<file path="src/rtl/cfg_lock_pkg.sv">
package cfg_lock_pkg;

  typedef enum logic [1:0] {
    SEQ_IDLE  = 2'd0,
    SEQ_SAW1  = 2'd1,
    SEQ_SAW10 = 2'd2
  } seqState_t;

  typedef struct packed {
    logic maskLoad;
    logic lockSet;
  } lockStrobe_t;

endpackage

</file>
<file path="src/rtl/cfgLockCtrl.sv">
module cfgLockCtrl
  import cfg_lock_pkg::*;
(
  input  logic        clk,
  input  logic        rstN,
  input  logic        wrHit,
  input  logic        fullWord,
  input  logic        keyBit,
  input  logic        maskMatch,
  input  logic        lockActive,
  output lockStrobe_t strobe
);

  seqState_t state, stateNext;
  logic      stepWrite;

  // Only lock-address writes before locking are sequence steps.
  assign stepWrite = wrHit && !lockActive;

  always_comb begin
    stateNext = state;
    if (stepWrite) begin
      if (!fullWord) begin
        stateNext = SEQ_IDLE;
      end else begin
        unique case (state)
          SEQ_IDLE:  stateNext = keyBit ? SEQ_SAW1 : SEQ_IDLE;
          SEQ_SAW1:  stateNext = keyBit ? SEQ_SAW1 : (maskMatch ? SEQ_SAW10 : SEQ_IDLE);
          SEQ_SAW10: stateNext = keyBit ? SEQ_SAW1 : SEQ_IDLE;
          default:   stateNext = SEQ_IDLE;
        endcase
      end
    end
  end

  always_ff @(posedge clk) begin
    if (!rstN) state <= SEQ_IDLE;
    else       state <= stateNext;
  end

  always_comb begin
    strobe.maskLoad = stepWrite && fullWord;
    strobe.lockSet  = stepWrite && fullWord && (state == SEQ_SAW10) && keyBit && maskMatch;
  end

endmodule

</file>
<file path="src/rtl/cfgLockData.sv">
module cfgLockData
  import cfg_lock_pkg::*;
#(
  parameter int PIN_COUNT = 16,
  parameter int DATA_W    = 32
) (
  input  logic                 clk,
  input  logic                 rstN,
  input  lockStrobe_t          strobe,
  input  logic                 rdHit,
  input  logic [DATA_W-1:0]    wrData,
  output logic                 keyBit,
  output logic                 maskMatch,
  output logic                 lockActive,
  output logic [PIN_COUNT-1:0] maskOut,
  output logic [DATA_W-1:0]    rdData
);

  localparam int KEY_POS = PIN_COUNT;
  localparam int RES_W   = DATA_W - PIN_COUNT - 1;

  logic [PIN_COUNT-1:0] maskReg;
  logic                 lockReg;

  assign keyBit    = wrData[KEY_POS];
  assign maskMatch = (wrData[PIN_COUNT-1:0] == maskReg);
  assign lockActive = lockReg;
  assign maskOut    = maskReg;

  always_ff @(posedge clk) begin
    if (!rstN) begin
      maskReg <= '0;
      lockReg <= 1'b0;
    end else begin
      if (strobe.maskLoad) maskReg <= wrData[PIN_COUNT-1:0];
      if (strobe.lockSet)  lockReg <= 1'b1;
    end
  end

  always_ff @(posedge clk) begin
    if (!rstN)      rdData <= '0;
    else if (rdHit) rdData <= {{RES_W{1'b0}}, lockReg, maskReg};
    else            rdData <= '0;
  end

endmodule

</file>
<file path="src/rtl/cfgLockReg.sv">
module cfgLockReg
  import cfg_lock_pkg::*;
#(
  parameter int                PIN_COUNT = 16,
  parameter int                ADDR_W    = 8,
  parameter logic [ADDR_W-1:0] LOCK_ADDR = 8'h1C
) (
  input  logic                 clk,
  input  logic                 rstN,
  input  logic [ADDR_W-1:0]    busAddr,
  input  logic                 busWrEn,
  input  logic                 busRdEn,
  input  logic [31:0]          busWrData,
  input  logic [3:0]           busByteEn,
  output logic [31:0]          busRdData,
  output logic [PIN_COUNT-1:0] pinLocked,
  output logic [PIN_COUNT-1:0] pinCfgWrOk
);

  localparam int DATA_W = 32;

  lockStrobe_t          strobe;
  logic                 wrHit, rdHit, fullWord;
  logic                 keyBit, maskMatch, lockActive;
  logic [PIN_COUNT-1:0] maskOut;

  assign wrHit    = busWrEn && (busAddr == LOCK_ADDR);
  assign rdHit    = busRdEn && (busAddr == LOCK_ADDR);
  assign fullWord = &busByteEn;

  cfgLockCtrl u_ctrl (
    .clk        (clk),
    .rstN       (rstN),
    .wrHit      (wrHit),
    .fullWord   (fullWord),
    .keyBit     (keyBit),
    .maskMatch  (maskMatch),
    .lockActive (lockActive),
    .strobe     (strobe)
  );

  cfgLockData #(
    .PIN_COUNT (PIN_COUNT),
    .DATA_W    (DATA_W)
  ) u_data (
    .clk        (clk),
    .rstN       (rstN),
    .strobe     (strobe),
    .rdHit      (rdHit),
    .wrData     (busWrData),
    .keyBit     (keyBit),
    .maskMatch  (maskMatch),
    .lockActive (lockActive),
    .maskOut    (maskOut),
    .rdData     (busRdData)
  );

  generate
    for (genvar p = 0; p < PIN_COUNT; p++) begin : g_pin
      assign pinLocked[p]  = lockActive & maskOut[p];
      assign pinCfgWrOk[p] = ~pinLocked[p];
    end
  endgenerate

endmodule

</file>
<file path="config.mk">
export PLATFORM = sky130hd
export DESIGN_NAME = cfgLockReg
export DESIGN_NICKNAME = d
export VERILOG_FILES = /design/src/rtl/cfg_lock_pkg.sv /design/src/rtl/cfgLockCtrl.sv /design/src/rtl/cfgLockData.sv /design/src/rtl/cfgLockReg.sv
export SDC_FILE = /design/constraint.sdc
export NUM_CORES = 1
export LEC_CHECK = 0
export BUFFER_PORTS_ARGS = -buffer_cell sky130_fd_sc_hd__buf_2
export CAP_MARGIN = 20
export CORE_MARGIN = 1.5
export CORE_UTILIZATION = 37
export CTS_CLUSTER_DIAMETER = 200
export DETAILED_ROUTE_END_ITERATION = 10
export PLACE_DENSITY = 0.81
export SETUP_SLACK_MARGIN = 0.4
export SYNTH_ARGS = -nofsm -noshare
export SYNTH_HDL_FRONTEND = slang
export SYNTH_SLANG_ARGS = --single-unit
</file>
<file path="constraint.sdc">
create_clock -name clk -period 1.6 [get_ports clk]
set_clock_uncertainty 0.15 [all_clocks]
set_input_delay 0.08 -clock clk [delete_from_list [all_inputs] [get_ports clk]]
set_output_delay 0.08 -clock clk [all_outputs]
set_load 0.02 [all_outputs]
</file>
Yosys cells after proc, flatten, opt, wreduce, memory -nomap -nowiden

Index checks and enable logic that the tools add are counted.

Eq/ne operators: 4
Mux-type cells: 5
Bitwise gates (word level): 32
Reductions and logical operators: 12

Operator list:

| cell                 | number |
|---|---|
| $and A1 B1 Y1        | 16 |
| $eq A16 B16 Y1       | 1 |
| $not A1 Y1           | 16 |
| $eq A8 B5 Y1 const B | 1 |
| $logic_and A1 B1 Y1  | 7 |
| $mux W2              | 3 |
| $pmux W2 S2          | 1 |
| $reduce_and A4 Y1    | 1 |
| $eq A2 B1 Y1 const B | 1 |
| $eq A2 B2 Y1 const B | 1 |
| $logic_not A2 Y1     | 1 |
| $reduce_and A2 Y1    | 1 |
| $reduce_or A2 Y1     | 1 |
| $logic_not A1 Y1     | 1 |
| $mux W1              | 1 |

Flip-flop bits (word level): 51
Bits of input ports: 48
Output and inout port bits: 64

Depth between registers and ports, before layout

Gate-level depths: netlist of the first run.

Depth after elaboration: 7
Gate-level depth with buffers: 7
Mapped depth without buffers: 4

Modules after synthesis

A second synthesis of the first run with hierarchy kept.

Cell total of the unflattened synthesis: 183
Area, all modules: 1,707.9 um^2

Modules (own cells, without submodules):

| module      | times used | cells an instance | area each (um^2) |
|---|---|---|---|
| cfgLockData | 1          | 128               | 1,398.8 |
| cfgLockReg  | 1          | 41                | 176.4 |
| cfgLockCtrl | 1          | 14                | 132.6 |

Worst setup path before layout of the first run

Ideal clock, no wire load.

Path kind: input port to flip-flop
Start point: input port busAddr[5]
End point: register u_data.maskReg[10], in the netlist u_data.maskOut[10]
Library setup time: 0.116 ns
Data arrival time: 1.441 ns
Required time: 1.334 ns
Slack: -0.107 ns
Cell stages on the path: 6
Buffers on the path: 2
Cell sequence: or4b_4 > nor4_2 > buf_6 > buf_12 > mux2i_1 > nor2b_1

Cells in the longest elaborated chain, start to end: 4

Ends and longest elaborated chain:

| what                   | line              | source |
|---|---|---|
| start: declaration     | cfgLockReg.sv:10  | `input logic [ADDR_W-1:0] busAddr,` |
| $eq A8 B5 Y1           | cfgLockReg.sv:27  | `assign wrHit = busWrEn && (busAddr == LOCK_ADDR);` |
| $logic_and A1 B1 Y1    | cfgLockReg.sv:27  |  |
| $logic_and A1 B1 Y1    | cfgLockCtrl.sv:18 | `assign stepWrite = wrHit && !lockActive;` |
| $logic_and A1 B1 Y1    | cfgLockCtrl.sv:42 | `strobe.maskLoad = stepWrite && fullWord;` |
| end signal: assignment | cfgLockData.sv:35 | `if (strobe.maskLoad) maskReg <= wrData[PIN_COUNT-1:0];` |
| end: declaration       | cfgLockData.sv:22 | `logic [PIN_COUNT-1:0] maskReg;` |

No other way between the ends.
A chain may end at the register's enable or synchronous reset.

Final worst setup path of the first run

Start point: input port busAddr[6]
End point: register u_data.maskReg[7], in the netlist u_data.maskOut[7]

The elaborated chain is that of the path after synthesis.

==> impl_metrics.yaml, run 1 <==
setup_path:
  cp.arrival_ps: 1580
  reg2reg_from: "u_data.lockActive$_SDFFE_PN0P_"
  worstSetupPathType: "input pin to flop"
  r2r_cells: 6
  r2r-end: "u_data.maskOut[7]$_SDFFE_PN0P_"
  path_max_fanout: 9
  crit_path_start: "busAddr[6]"
  crit_path_end_kind: "flop"
  cp.required_ps: 1620
  r2r_slack_ps: 80
  cp-start-kind: "input pin"
route:
  finalWirelength_mm: 4.54
  drtIter0Drc: 37
  drc_errors: 0
  vias_per_cell: 4.48
  ant_nets: 0
  num_vias: 1565
  first_pass_iters: 4
  avgRoutedWirePerCell_microns: 13.0
global_route:
  grt_first_pass_wirelength_mm: 5.98
  antenna_found_initial: 0
  track_usage_pct: 15.2
  grt_max_degree: 23
  first_global_vias: 1350
  grt.overflow.total: 0
timing:
  rsz0062_at_grt: "yes"
  fin_crit_sh_pct: 97.4
  fin_crit_ps: 1560
  fmax_ghz: 0.642
  setup_viol: 0
  hold_violations: 0
  drv_slew: 0
logic_synthesis:
  yosysWarnings: 0
  synth-seq-area-share_pct: 43.0
  synthCells: 180
  synth_top_cell_area_share_pct: 43.0
  synth_area_leaders: "dfxtp_1 43%, mux2i_1 9.6%, xor2_1 8.4%, buf_4 6.7%, nor2b_1 6.7%"
  ys_types: 25
  ys_seq_elements: 36
  syn_area_sq_um: 1670
  yosysTopAreaCell: "dfxtp_1"
  avgSynthCellArea_sq_um: 9.30
power:
  powerDensity_nw_per_um2: 579
  ir_worst_vdd_mv: 0.250
  power_leakage_nw: 1.61
cells_and_area:
  drive_gt1_share_pct: 52.9
  fin_util_pct: 67.8
  area_growth_pct: 76.3
  diodes: 0
  instances_no_fill: 349
  nNetsFinal: 344
  nFillCells: 330
  final_common_cell: "buf_2"
  multi_input_area_sq_um: 956
  seq_area_sq_um: 739
  layout_common_cells: "48 x buf_2, 38 x buf_6, 27 x dfxtp_1"
hold_path:
  hp-start: "rstN"
  min_delay_worst_endpoint: "u_data.lockActive$_SDFFE_PN0P_"
  hold_depth: 3
  hold_path_class: "input pin to flop"
clocking:
  tritoncts: "yes"
  cts-root-buf: "clkbuf_8"
  path_clk_slew_ps: 70
  clock_sinks: 36
  clock_latency_ps: 280
  htreeDepth: 2
  clock_path_buffers: 2
  cts_made_buffers: 5
die:
  core.rowCount: 24
  design.core.area_sq_um: 4350
  initial_core_util_pct: 38.4
  die_w_microns: 70.3
  die-area_sq_um: 4940
  io_pins: 112
  die-height_microns: 70.3
run:
  cap_violations: 0
placement:
  dp_hpwl_mm: 2.52
  dp_cells: 309
  routabilityCongestion: 0.696
  port_buffers: 81
outcome:
  status: "finished clean"
==> critical path, stage by stage <==
cell	delay, ps
buf_6	90
or4b_4	560
nor4_4	240
buf_6	170
clkbuf_16	170
mux2i_1	210
nor2b_1	70
==> how the worst max path moves through the flow <==
stage | depth (start not counted) | end | slack (ps)
after detailed placement | 6 | u_data.maskOut[11]$_SDFFE_PN0P_ | -110
final | 7 | u_data.maskOut[7]$_SDFFE_PN0P_ | 40
after global placement | 6 | u_data.maskOut[7]$_SDFFE_PN0P_ | -80
after global routing | 7 | u_data.maskOut[0]$_SDFFE_PN0P_ | 6
after CTS | 5 | u_data.maskOut[5]$_SDFFE_PN0P_ | 90
after floorplan | 6 | u_data.maskOut[10]$_SDFFE_PN0P_ | 8
==> repair_timing <==
item	4_1_cts	5_1_grt
hold endpoints to repair	18	0
pin swaps	6	14
gates resized for setup	7	120
setup endpoints to repair	51	68
buffers inserted	4	6
hold buffers	17	0
cloned	0	5
==> through the flow <==
stage               TNS (ps)  hold slack, ps  power [mW]  setup slack (ps)  area [sq um]
finish                     0            48.1        1.71              42.2          2950
global placement       -1080             211        1.03             -78.3          2100
CTS                        0            53.8        1.73              93.0          2410
floorplan                  0            99.5        1.01              7.90          1760
detailed placement     -1620             224        1.04              -114          2100
global route               0            79.9        1.78              6.20          2950
==> synth_stat cells <==
cell	count
a32oi_1	1
and2_1	17
buf_12	1
buf_4	15
buf_6	1
clkbuf_1	5
conb_1	1
dfxtp_1	36
inv_1	16
mux2i_1	16
nand2_1	20
nand2b_1	1
nand3_1	1
nand4_1	3
nand4bb_1	1
nor2b_1	18
nor3_1	1
nor4_1	4
nor4_2	1
nor4bb_1	1
o21ai_0	1
o21ai_1	1
or3_1	1
or4b_4	1
xor2_1	16
==> final cells by class <==
cell class	instances	share of cell area, %
Sequential cell	36	25.1
Tap cell	52	2.20
Multi-Input combinational cell	120	32.4
Clock buffer	6	2.80
Clock inverter	2	0.339
Timing Repair Buffer	117	35.2
Inverter	16	2.03
==> power breakdown <==
group | internal, mW | total, mW | switching [mW] | leakage [nW]
sequential | 0.890 | 0.890 | 0.0000570 | 0.295
combinational | 0.0785 | 0.161 | 0.0821 | 1.27
clock | 0.343 | 0.657 | 0.314 | 0.0510
total | 1.31 | 1.71 | 0.396 | 1.61
==> kinds of logic after synthesis <==
group,after synthesis,synth area share (%)
DFF,36,43.0
buffers and inverters,38,13.3
muxes,16,9.57
and+or+nand+nor,70,24.4
xor gates and xnor gates,16,8.37
other,1,0.224
AOI/OAI and AO/OA,3,1.12
==> state kept, by name, indices dropped and copies added, names as in the netlist <==
| signal | cells |
|---|---|
| u_ctrl.state | 2 |
| u_data.maskOut | 16 |
| u_data.lockActive | 1 |
| u_data.rdData | 17 |
==> per-layer routing <==
metal | GRT usage, % | part of all wire [%] | vias up
li1 | - | - | 767
met1 | 16.4 | 39 | 730
met2 | 27.9 | 55 | 66
met3 | 5.19 | 6.2 | 2
met4 | 4.49 | 0.15 | 0
met5 | 0 | 0 | -
(Power assumes the default switching activity.)
==> inputs of run 2 (changes only) <==
Settings changed: ABC_AREA from default to 1, CORE_UTILIZATION 37 to 38, PLACE_DENSITY 0.81 to 0.82.
==> run 2 against run 1 <==
Via count up 28%; first-iteration DRC count increased to 3.8 times the previous value; worst setup slack improved by 180 ps; core utilization is 2.3 points lower; sequential power hardly changed; combinational power increased by 34%; critical path depth decreased by 3; maximum frequency rose by 13%; final cell count is 26% higher; critical endpoint is now pinLocked[9]; largest cell class is now multi-input gates; largest power group unchanged.
==> impl_metrics.yaml, run 2 <==
outcome:
  status: "finished clean"
power:
  p_int_mw: 1.45
  comb_power_share_pct: 11.3
  clkPwrFrac_pct: 42.0
  ir_worst_vdd_mv: 0.331
  switching_power_mw: 0.462
  switching_share_pct: 24.1
  powerDensity_nw_per_um2: 662
  seq_power_share_pct: 46.7
  power_leakage_nw: 1.49
global_route:
  grt.overflow.total: 0
  track_usage_pct: 19.3
  grt_max_degree: 18
  grt_first_pass_wirelength_mm: 7.59
  first_global_vias: 1784
  antenna_found_initial: 0
cells_and_area:
  area_growth_pct: 63.3
  nFillCells: 371
  layout_common_cells: "68 x nand2_1, 58 x buf_2, 33 x inv_1"
  largest_reg_flops: 17
  top_register: "u_data.rdData"
  diodes: 0
  fin_util_pct: 65.5
  drive_gt1_share_pct: 47.0
  final_common_cell: "nand2_1"
  nNetsFinal: 434
timing:
  fin_crit_sh_pct: 86.0
  fmax_ghz: 0.727
  fin_crit_ps: 1380
  hold_violations: 0
  rsz0062_at_grt: "yes"
  fin_setup_tns_ps: 0
  setup_viol: 0
  drv_slew: 0
route:
  drc_errors: 0
  first_pass_iters: 4
  num_vias: 2001
  avgRoutedWirePerCell_microns: 12.0
  vias_per_cell: 4.56
  drtIter0Drc: 142
  ant_nets: 0
  finalWirelength_mm: 5.26
die:
  die-height_microns: 71.3
  core.rowCount: 24
  design.core.area_sq_um: 4410
  die-area_sq_um: 5080
  die_w_microns: 71.3
  initial_core_util_pct: 40.1
  io_pins: 112
logic_synthesis:
  async_flop_share_pct: 0
  ys_seq_elements: 36
  ys_types: 18
  synth_area_leaders: "dfxtp_1 41%, nand2_1 17%, inv_1 12%, nor2_1 7.4%, buf_4 6.8%"
  avgSynthCellArea_sq_um: 6.53
  syn_area_sq_um: 1770
  synth_common_cells: "79 x nand2_1, 55 x inv_1, 36 x dfxtp_1, 35 x nor2_1, 19 x a21oi_1"
  synth_edf_count: 0
  synthCells: 271
  yosysWarnings: 0
  synth.most_common_cell: "nand2_1"
  synth-seq-area-share_pct: 40.7
  ys.flop_type: "dfxtp_1"
  synth_top_cell_area_share_pct: 40.7
  yosysTopAreaCell: "dfxtp_1"
run:
  cap_violations: 0
clocking:
  cts-root-buf: "clkbuf_8"
  clock_latency_ps: 290
  cts_made_buffers: 5
  clock_sinks: 36
  tritoncts: "yes"
  clock_path_buffers: 2
  path_clk_slew_ps: 80
  htreeDepth: 2
setup_path:
  reg2reg_from: "u_data.lockActive$_SDFFE_PN0P_"
  path_cells: "clkbuf_16 > nand2_1 > inv_2 > buf_4"
  path_max_fanout: 8
  r2r-end: "u_data.maskOut[8]$_SDFFE_PN0P_"
  cp-start-kind: "flop"
  cp.arrival_ps: 1150
  worstSetupPathType: "flop to primary output"
  cp.required_ps: 1370
  endpoint: "pinLocked[9]"
  r2r_slack_ps: 270
  crit_path_top_delay_cell: "dfxtp_4"
  r2r_cells: 5
  crit_path_end_kind: "primary output"
  max_stage_delay_ps: 410
  crit_path_start: "u_data.lockActive$_SDFFE_PN0P_"
placement:
  dp_hpwl_mm: 2.80
  port_buffers: 81
  routabilityCongestion: 0.743
hold_path:
  hold_path_class: "input pin to flop"
run 2: worst max-delay path: cells and delay by family, from the launching register on:
kind          cells  cell delay (ps)
simple gates      1               90
flops             1              410
buf+inv           3              350
run 2: worst min path at each step:
stage,start,endpoint,slack [ps],depth (start not counted)
after floorplan,busWrData[12],u_data.maskOut[12]$_SDFFE_PN0P_,90,2
final,rstN,u_data.rdData[11]$_SDFF_PN0_,20,3
after global placement,busWrData[15],u_data.maskOut[15]$_SDFFE_PN0P_,220,3
after global routing,rstN,u_data.rdData[16]$_SDFF_PN0_,40,3
after detailed placement,busWrData[10],u_data.maskOut[10]$_SDFFE_PN0P_,230,3
after CTS,rstN,u_data.rdData[11]$_SDFF_PN0_,20,3
run 2: cells by family after synthesis:
group | share of synthesized area (%)
flops | 40.7
simple gates | 27.6
buf+inv | 21.4
other cells | 0.212
compound gates | 10.1
run 2: power groups by stage:
stage	Sequential (mW)	Combinational, mW	Clock (mW)
global route	0.893	0.237	0.851
detailed placement	0.916	0.144	0
CTS	0.893	0.202	0.810
floorplan	0.916	0.116	0
global placement	0.916	0.143	0
finish	0.893	0.216	0.804
run 2: stage by stage:
stage / cells / area, sq um / setup WS [ps] / total power [mW] / hold slack (ps)
after floorplan: 285 / 1830 / 410 / 1.03 / 92.1
after global placement: 398 / 2150 / 155 / 1.06 / 220
after detailed placement: 398 / 2150 / 124 / 1.06 / 234
after CTS: 434 / 2670 / 243 / 1.90 / 24.4
after global routing: 439 / 2890 / 187 / 1.98 / 43.8
final: 439 / 2890 / 225 / 1.91 / 24.1
run 2: timing repair:
| action | CTS | global route |
|---|---|---|
| endpoints found under the setup margin | 51 | 62 |
| pin swaps | 16 | 18 |
| cloned | 3 | 1 |
| hold buffers | 19 | 0 |
| buffers inserted | 6 | 4 |
| hold endpoints to repair | 22 | 0 |
| resized for setup | 47 | 60 |
run 2: final cells by class:
class	instances	area [sq um]	area share, %
tap	52	65.1	2.25
inverter	55	206	7.14
timing repair buffer	114	863	29.9
clock buffer	6	72.6	2.51
clock inverter	2	35.0	1.21
multi-input combinational	174	903	31.3
sequential	36	744	25.8
run 2: metal layers:
metal	GRT usage, %	vias to the layer above	part of all wire, %
met4	8.18	0	1.9
li1	-	1003	-
met5	0	-	0
met1	22.6	900	39
met3	5.77	10	7.5
met2	32.6	88	52
